`src/rtl/dispctl_pkg.sv`:
```
`timescale 1ns/1ps
// Shared types for the display controller command decoder.
// Assumes an 8-bit host byte whose top bit marks an address load.
package dispctl_pkg;

    typedef enum logic [2:0] {
        OP_NONE  = 3'd0,
        OP_HOME  = 3'd1,
        OP_DISP  = 3'd2,
        OP_PSAVE = 3'd3,
        OP_PCTL  = 3'd4,
        OP_SETUP = 3'd5,
        OP_ALOAD = 3'd6,
        OP_DATA  = 3'd7
    } op_e;

    typedef struct packed {
        logic cursor;
        logic blink;
        logic dbl;
        logic on;
    } disp_flags_t;

    typedef struct packed {
        logic osc;
        logic save;
        logic circ;
    } pwr_flags_t;

    typedef struct packed {
        logic two_line;
        logic mirror_h;
        logic mirror_v;
        logic ucg;
    } setup_t;

endpackage

```
`src/rtl/dispctl_op_classify.sv`:
```
`timescale 1ns/1ps
// Classifies an incoming host byte into one operation.
// Purely combinational. Assumes bit DATA_W-1 is the address-load prefix
// and the three bits below it select the command group.
module dispctl_op_classify
    import dispctl_pkg::*;
#(
    parameter int DATA_W = 8
) (
    input  logic              in_valid,
    input  logic              in_is_data,
    input  logic [DATA_W-1:0] in_byte,
    output op_e               op
);
    localparam int GRP_HI = DATA_W - 2;

    logic [2:0] grp;
    assign grp = in_byte[GRP_HI -: 3];

    // Map valid/flag/prefix/group to a single operation code.
    always_comb begin
        op = OP_NONE;
        if (in_valid) begin
            if (in_is_data) begin
                op = OP_DATA;
            end else if (in_byte[DATA_W-1]) begin
                op = OP_ALOAD;
            end else begin
                case (grp)
                    3'b001:  op = OP_HOME;
                    3'b011:  op = OP_DISP;
                    3'b100:  op = OP_PSAVE;
                    3'b101:  op = OP_PCTL;
                    3'b110:  op = OP_SETUP;
                    default: op = OP_NONE;
                endcase
            end
        end
    end
endmodule

```
`src/rtl/dispctl_ctrl_regs.sv`:
```
`timescale 1ns/1ps
// Holds the display, power and setup flags.
// Assumes the payload is the low nibble of a command byte. Every flag
// clears on synchronous active-low reset.
module dispctl_ctrl_regs
    import dispctl_pkg::*;
(
    input  logic        clk,
    input  logic        rst_n,
    input  op_e         op,
    input  logic [3:0]  payload,
    output disp_flags_t disp_q,
    output pwr_flags_t  pwr_q,
    output setup_t      setup_q
);
    // Display flags: written only by the display-control group.
    always_ff @(posedge clk) begin
        if (!rst_n)              disp_q <= '0;
        else if (op == OP_DISP)  disp_q <= payload;
    end

    // Power flags: oscillator/save and circuit come from two groups.
    always_ff @(posedge clk) begin
        if (!rst_n) begin
            pwr_q <= '0;
        end else if (op == OP_PSAVE) begin
            pwr_q.osc  <= payload[1];
            pwr_q.save <= payload[0];
        end else if (op == OP_PCTL) begin
            pwr_q.circ <= payload[0];
        end
    end

    // System setup bits: written only by the setup group.
    always_ff @(posedge clk) begin
        if (!rst_n)              setup_q <= '0;
        else if (op == OP_SETUP) setup_q <= payload;
    end
endmodule

```
`src/rtl/dispctl_addr_ctr.sv`:
```
`timescale 1ns/1ps
// Address counter and memory write request register.
// Assumes one map for all memories. The counter wraps at the top,
// and a write goes out at the pre-increment address.
module dispctl_addr_ctr
    import dispctl_pkg::*;
#(
    parameter int ADDR_W = 7,
    parameter int DATA_W = 8,
    parameter logic [ADDR_W-1:0] HOME_ADDR = 7'h30
) (
    input  logic              clk,
    input  logic              rst_n,
    input  op_e               op,
    input  logic [DATA_W-1:0] in_byte,
    output logic [ADDR_W-1:0] count_q,
    output logic              wr_en_q,
    output logic [ADDR_W-1:0] wr_addr_q,
    output logic [DATA_W-1:0] wr_data_q
);
    localparam logic [ADDR_W-1:0] ONE = {{(ADDR_W-1){1'b0}}, 1'b1};

    // Counter: home preset, direct load or step after a data write.
    always_ff @(posedge clk) begin
        if (!rst_n) begin
            count_q <= '0;
        end else begin
            case (op)
                OP_HOME:  count_q <= HOME_ADDR;
                OP_ALOAD: count_q <= in_byte[ADDR_W-1:0];
                OP_DATA:  count_q <= count_q + ONE;
                default:  count_q <= count_q;
            endcase
        end
    end

    // Write request: one-cycle strobe with captured address and data.
    always_ff @(posedge clk) begin
        if (!rst_n) begin
            wr_en_q   <= 1'b0;
            wr_addr_q <= '0;
            wr_data_q <= '0;
        end else begin
            wr_en_q <= (op == OP_DATA);
            if (op == OP_DATA) begin
                wr_addr_q <= count_q;
                wr_data_q <= in_byte;
            end
        end
    end
endmodule

```
`src/rtl/dispctl_cmd_decode.sv`:
```
`timescale 1ns/1ps
// Top of the display controller command decoder.
// Accepts one byte per cycle with a data/command flag, decodes commands
// into control flags and an address counter, and turns data bytes into
// memory write requests. Assumes DATA_W == ADDR_W + 1.
module dispctl_cmd_decode
    import dispctl_pkg::*;
#(
    parameter int ADDR_W = 7,
    parameter int DATA_W = 8,
    parameter logic [ADDR_W-1:0] HOME_ADDR = 7'h30
) (
    input  logic              clk,
    input  logic              rst_n,
    input  logic              in_valid,
    input  logic              in_is_data,
    input  logic [DATA_W-1:0] in_byte,
    output logic              wr_en,
    output logic [ADDR_W-1:0] wr_addr,
    output logic [DATA_W-1:0] wr_data,
    output logic [ADDR_W-1:0] addr_cnt,
    output logic              cursor_on,
    output logic              blink_on,
    output logic              dbl_height,
    output logic              disp_on,
    output logic              osc_on,
    output logic              pwr_save,
    output logic              pwr_circ_on,
    output logic              two_line,
    output logic              mirror_h,
    output logic              mirror_v,
    output logic              ucg_en
);
    op_e         op;
    disp_flags_t disp_q;
    pwr_flags_t  pwr_q;
    setup_t      setup_q;

    dispctl_op_classify #(.DATA_W(DATA_W)) u_classify (
        .in_valid   (in_valid),
        .in_is_data (in_is_data),
        .in_byte    (in_byte),
        .op         (op)
    );

    dispctl_ctrl_regs u_regs (
        .clk     (clk),
        .rst_n   (rst_n),
        .op      (op),
        .payload (in_byte[3:0]),
        .disp_q  (disp_q),
        .pwr_q   (pwr_q),
        .setup_q (setup_q)
    );

    dispctl_addr_ctr #(
        .ADDR_W    (ADDR_W),
        .DATA_W    (DATA_W),
        .HOME_ADDR (HOME_ADDR)
    ) u_addr (
        .clk       (clk),
        .rst_n     (rst_n),
        .op        (op),
        .in_byte   (in_byte),
        .count_q   (addr_cnt),
        .wr_en_q   (wr_en),
        .wr_addr_q (wr_addr),
        .wr_data_q (wr_data)
    );

    assign cursor_on   = disp_q.cursor;
    assign blink_on    = disp_q.blink;
    assign dbl_height  = disp_q.dbl;
    assign disp_on     = disp_q.on;
    assign osc_on      = pwr_q.osc;
    assign pwr_save    = pwr_q.save;
    assign pwr_circ_on = pwr_q.circ;
    assign two_line    = setup_q.two_line;
    assign mirror_h    = setup_q.mirror_h;
    assign mirror_v    = setup_q.mirror_v;
    assign ucg_en      = setup_q.ucg;
endmodule

```
`config.mk`:
```
export PLATFORM = sky130hd
export DESIGN_NAME = dispctl_cmd_decode
export DESIGN_NICKNAME = d
export VERILOG_FILES = /design/src/rtl/dispctl_pkg.sv /design/src/rtl/dispctl_op_classify.sv /design/src/rtl/dispctl_ctrl_regs.sv /design/src/rtl/dispctl_addr_ctr.sv /design/src/rtl/dispctl_cmd_decode.sv
export SDC_FILE = /design/constraint.sdc
export NUM_CORES = 1
export LEC_CHECK = 0
export BUFFER_PORTS_ARGS = -buffer_cell sky130_fd_sc_hd__buf_2
export CAP_MARGIN = 15
export CORE_MARGIN = 5
export CORE_UTILIZATION = 41
export CTS_BUF_LIST = sky130_fd_sc_hd__clkbuf_8
export DETAILED_ROUTE_END_ITERATION = 16
export PLACE_DENSITY = 0.77
export SYNTH_ARGS = -nofsm -noshare
export SYNTH_HDL_FRONTEND = slang
export SYNTH_SLANG_ARGS = --single-unit
export TNS_END_PERCENT = 10
```
`constraint.sdc`:
```
create_clock -name clk -period 1.8 [get_ports clk]
set_clock_uncertainty 0.05 [all_clocks]
set_input_delay 0.27 -clock clk [delete_from_list [all_inputs] [get_ports clk]]
set_output_delay 0.27 -clock clk [all_outputs]
set_load 0.05 [all_outputs]
```
==> impl_metrics.toml <==
[status]
status = "finished, final reports clean"

[clock_tree]
postCtsSetupBuffers = 0
cts_root_buf = "clkbuf_8"
insertion_delay_ps = 280
cts_tree = "built"
cts_sinks = 34
cts_resized = 0
clkTransAtPathRegs_ps = 60
cts_hold_buf = 0
cts_buffers = 5
htree_levels = 2
cts_buffer_depth = 2

[synth]
synth_mux_area_frac = 0.0144
ys_seq_area_frac = 0.488
synth_largest_area_cell = "dfxtp_1"
synth_cells = 170
synth_edf_count = 0
syn_nets = 183
synth-compound-area-share = 0.164
ys_ff_latch = 34
synth_top_family_by_area = "simple AND/OR/NAND/NOR gates"
synth_xor_area_frac = 0.0189
synthSimpleGateAreaFrac = 0.262
synth.distinct_cells = 33
syn-cell-area_um2 = 1390
synthAdderAreaFrac = 0.00898
syn_avg_cell_area_um2 = 8.20
yosys_warnings = 0
synthFlopType = "dfxtp_1"
yosys-top-cells-area = "dfxtp_1 49%, nand2_1 12%, a21oi_1 6.5%, nand3_1 5.0%, o21ai_0 3.9%"
async_reset_ff_frac = 0
synth_top_area_share = 0.488

[sta]
max_freq_ghz = 0.685
slew_viol_final = 0
max-slew-margin-rel = 0.569
period_share = 0.812
fin_tns_setup_ps = 0
final_hold_viol_count = 0
max_slew.worst_pin.slew_ps = 645
setup_viol = 0
post-route-min-period_ps = 1460
rsz0062_at_grt = "false"

[run]
maxCapViolCount = 0

[critical_path]
critPathLaunchType = "register"
slowest_delay_ps = 440
worstSetupPathType = "reg -> reg"
crit_chain = "ha_1, nand2_1, or4_1, a31oi_1"
cp_max_fo = 7
worstSetupEndpointType = "register"
cp_data_required_time_ps = 1950
cp_slowest_cell = "dfxtp_1"
arrival_ps = 1620

[die]
fp.coreArea_um2 = 3310
rows = 21
io_pins = 46
die_w_um = 68.3
dieArea_um2 = 4670
die_y_um = 68.3
start_util = 0.421

[detailed_routing]
drc = 0
drt_wl_total_mm = 3.36
dr_total_vias = 1310
first_iter_violations = 125
dr.pass1.iters = 4
drtAntennaViolNets = 0
via_per_inst = 5.04
wire_per_inst_um = 12.9

[power]
power_frac_seq = 0.509
leakage_nw = 0.746
ir_drop_mv = 0.325
internal_power_mw = 1.13
p_sw_mw = 0.430
pwr-share-clk = 0.344
p_total_mw = 1.56
p_sw_frac = 0.275
power_density_nw_per_um2 = 903
share_comb_of_total_power = 0.147

[layout]
final_cell_mix = "45 x nand2_1, 45 x buf_2, 34 x dfxtp_1"
ff_latch_area_um2 = 681
area_growth_syn_to_layout_pct = 24.1
num_antenna_cells = 0
stdcell_area_um2 = 1730
fin_nets = 228
nFillCells = 332
final_cells = 260
drive_gt1_frac = 0.266
multi_input_area_um2 = 653

[global_routing]
grtUsageTotal = 0.154
grt_pass1_vias = 1114
grt_overflow = 0
grt_pass1_wl_mm = 5.26
grt_max_degree = 22
antenna_found_initial = 0

[place]
place_inst = 254
post_dp_cell_area_um2 = 1650
dpl.hpwl_mm = 2.47
gp_congestion = 0.836
portBuffers = 45

[min_path]
min_path_type = "in -> reg"
==> layer usage <==
| layer | track usage | up-vias | share of wire |
|---|---|---|---|
| li1 | - | 673 | - |
| met1 | 0.205 | 582 | 0.46 |
| met2 | 0.227 | 48 | 0.44 |
| met3 | 0.0345 | 7 | 0.069 |
| met4 | 0.0893 | 0 | 0.024 |
| met5 | 0 | - | 0 |
==> cells in the mapped netlist (3+ instances only) <==
cell	instances
nand2_1	45
dfxtp_1	34
a21oi_1	18
nand3_1	14
o21ai_0	11
nor2_1	7
clkbuf_1	5
buf_2	3
==> per-stage QoR <==
stage	setup slack (ps)	utilization	hold WS, ps
final	339	0.522	220
after global routing	207	0.522	217
after CTS	340	0.522	203
after detailed placement	303	0.497	394
after global placement	303	0.497	389
after floorplan	75.5	-	356
==> logic make-up (layout without fill, tap and decap cells) <==
| family | after synthesis | after routing |
|---|---|---|
| AOI/OAI and AO/OA | 39 | 39 |
| muxes | 2 | 2 |
| and+or+nand+nor | 79 | 79 |
| xor gates and xnor gates | 3 | 3 |
| adders and majority gates | 1 | 1 |
| DFF | 34 | 34 |
| buffers and inverters | 12 | 56 |
==> cell type report <==
type / instances / share of cell area
Multi-Input combinational cell: 124 / 0.378
Inverter: 2 / 0.00434
Sequential cell: 34 / 0.394
Clock buffer: 6 / 0.0478
Timing Repair Buffer: 48 / 0.143
Tap cell: 46 / 0.0333
==> worst paths after layout <==
path / from / endpoint / slack, ps / cells after the start
hold / removal: in_byte[3] / u_addr.wr_data_q[3]$_SDFFE_PN0N_ / 220 / 3
setup / recovery: u_addr.count_q[0]$_SDFFE_PN0P_ / u_addr.count_q[6]$_SDFFE_PN0P_ / 340 / 4
hold reg to reg: u_addr.wr_data_q[3]$_SDFFE_PN0N_ / u_addr.wr_data_q[3]$_SDFFE_PN0N_ / 400 / 2
setup reg to reg: u_addr.count_q[0]$_SDFFE_PN0P_ / u_addr.count_q[6]$_SDFFE_PN0P_ / 340 / 4
==> sequential cells by signal (all words and copies together), names as in the netlist <==
signal,flops
u_addr.wr_data_q,8
u_regs.disp_q,4
u_addr.wr_addr_q,7
u_regs.setup_q,4
u_addr.count_q,7
u_regs.pwr_q,3
u_addr.wr_en_q,1
==> power groups by stage <==
| stage | Combinational (mW) | Sequential, mW | Clock (mW) |
|---|---|---|---|
| floorplan | 0.0871 | 0.892 | 0 |
| global placement | 0.229 | 0.812 | 0 |
| detailed placement | 0.230 | 0.812 | 0 |
| CTS | 0.230 | 0.795 | 0.563 |
| global route | 0.248 | 0.798 | 0.580 |
| finish | 0.229 | 0.795 | 0.537 |
==> critical path, delay by kind of cell, from the launching register on <==
| kind | cells | cell delay (ps) |
|---|---|---|
| simple gates | 2 | 480 |
| flops | 1 | 440 |
| fa+ha+maj | 1 | 260 |
| compound gates | 1 | 160 |
Note: power is estimated with default switching activity, not from simulation.
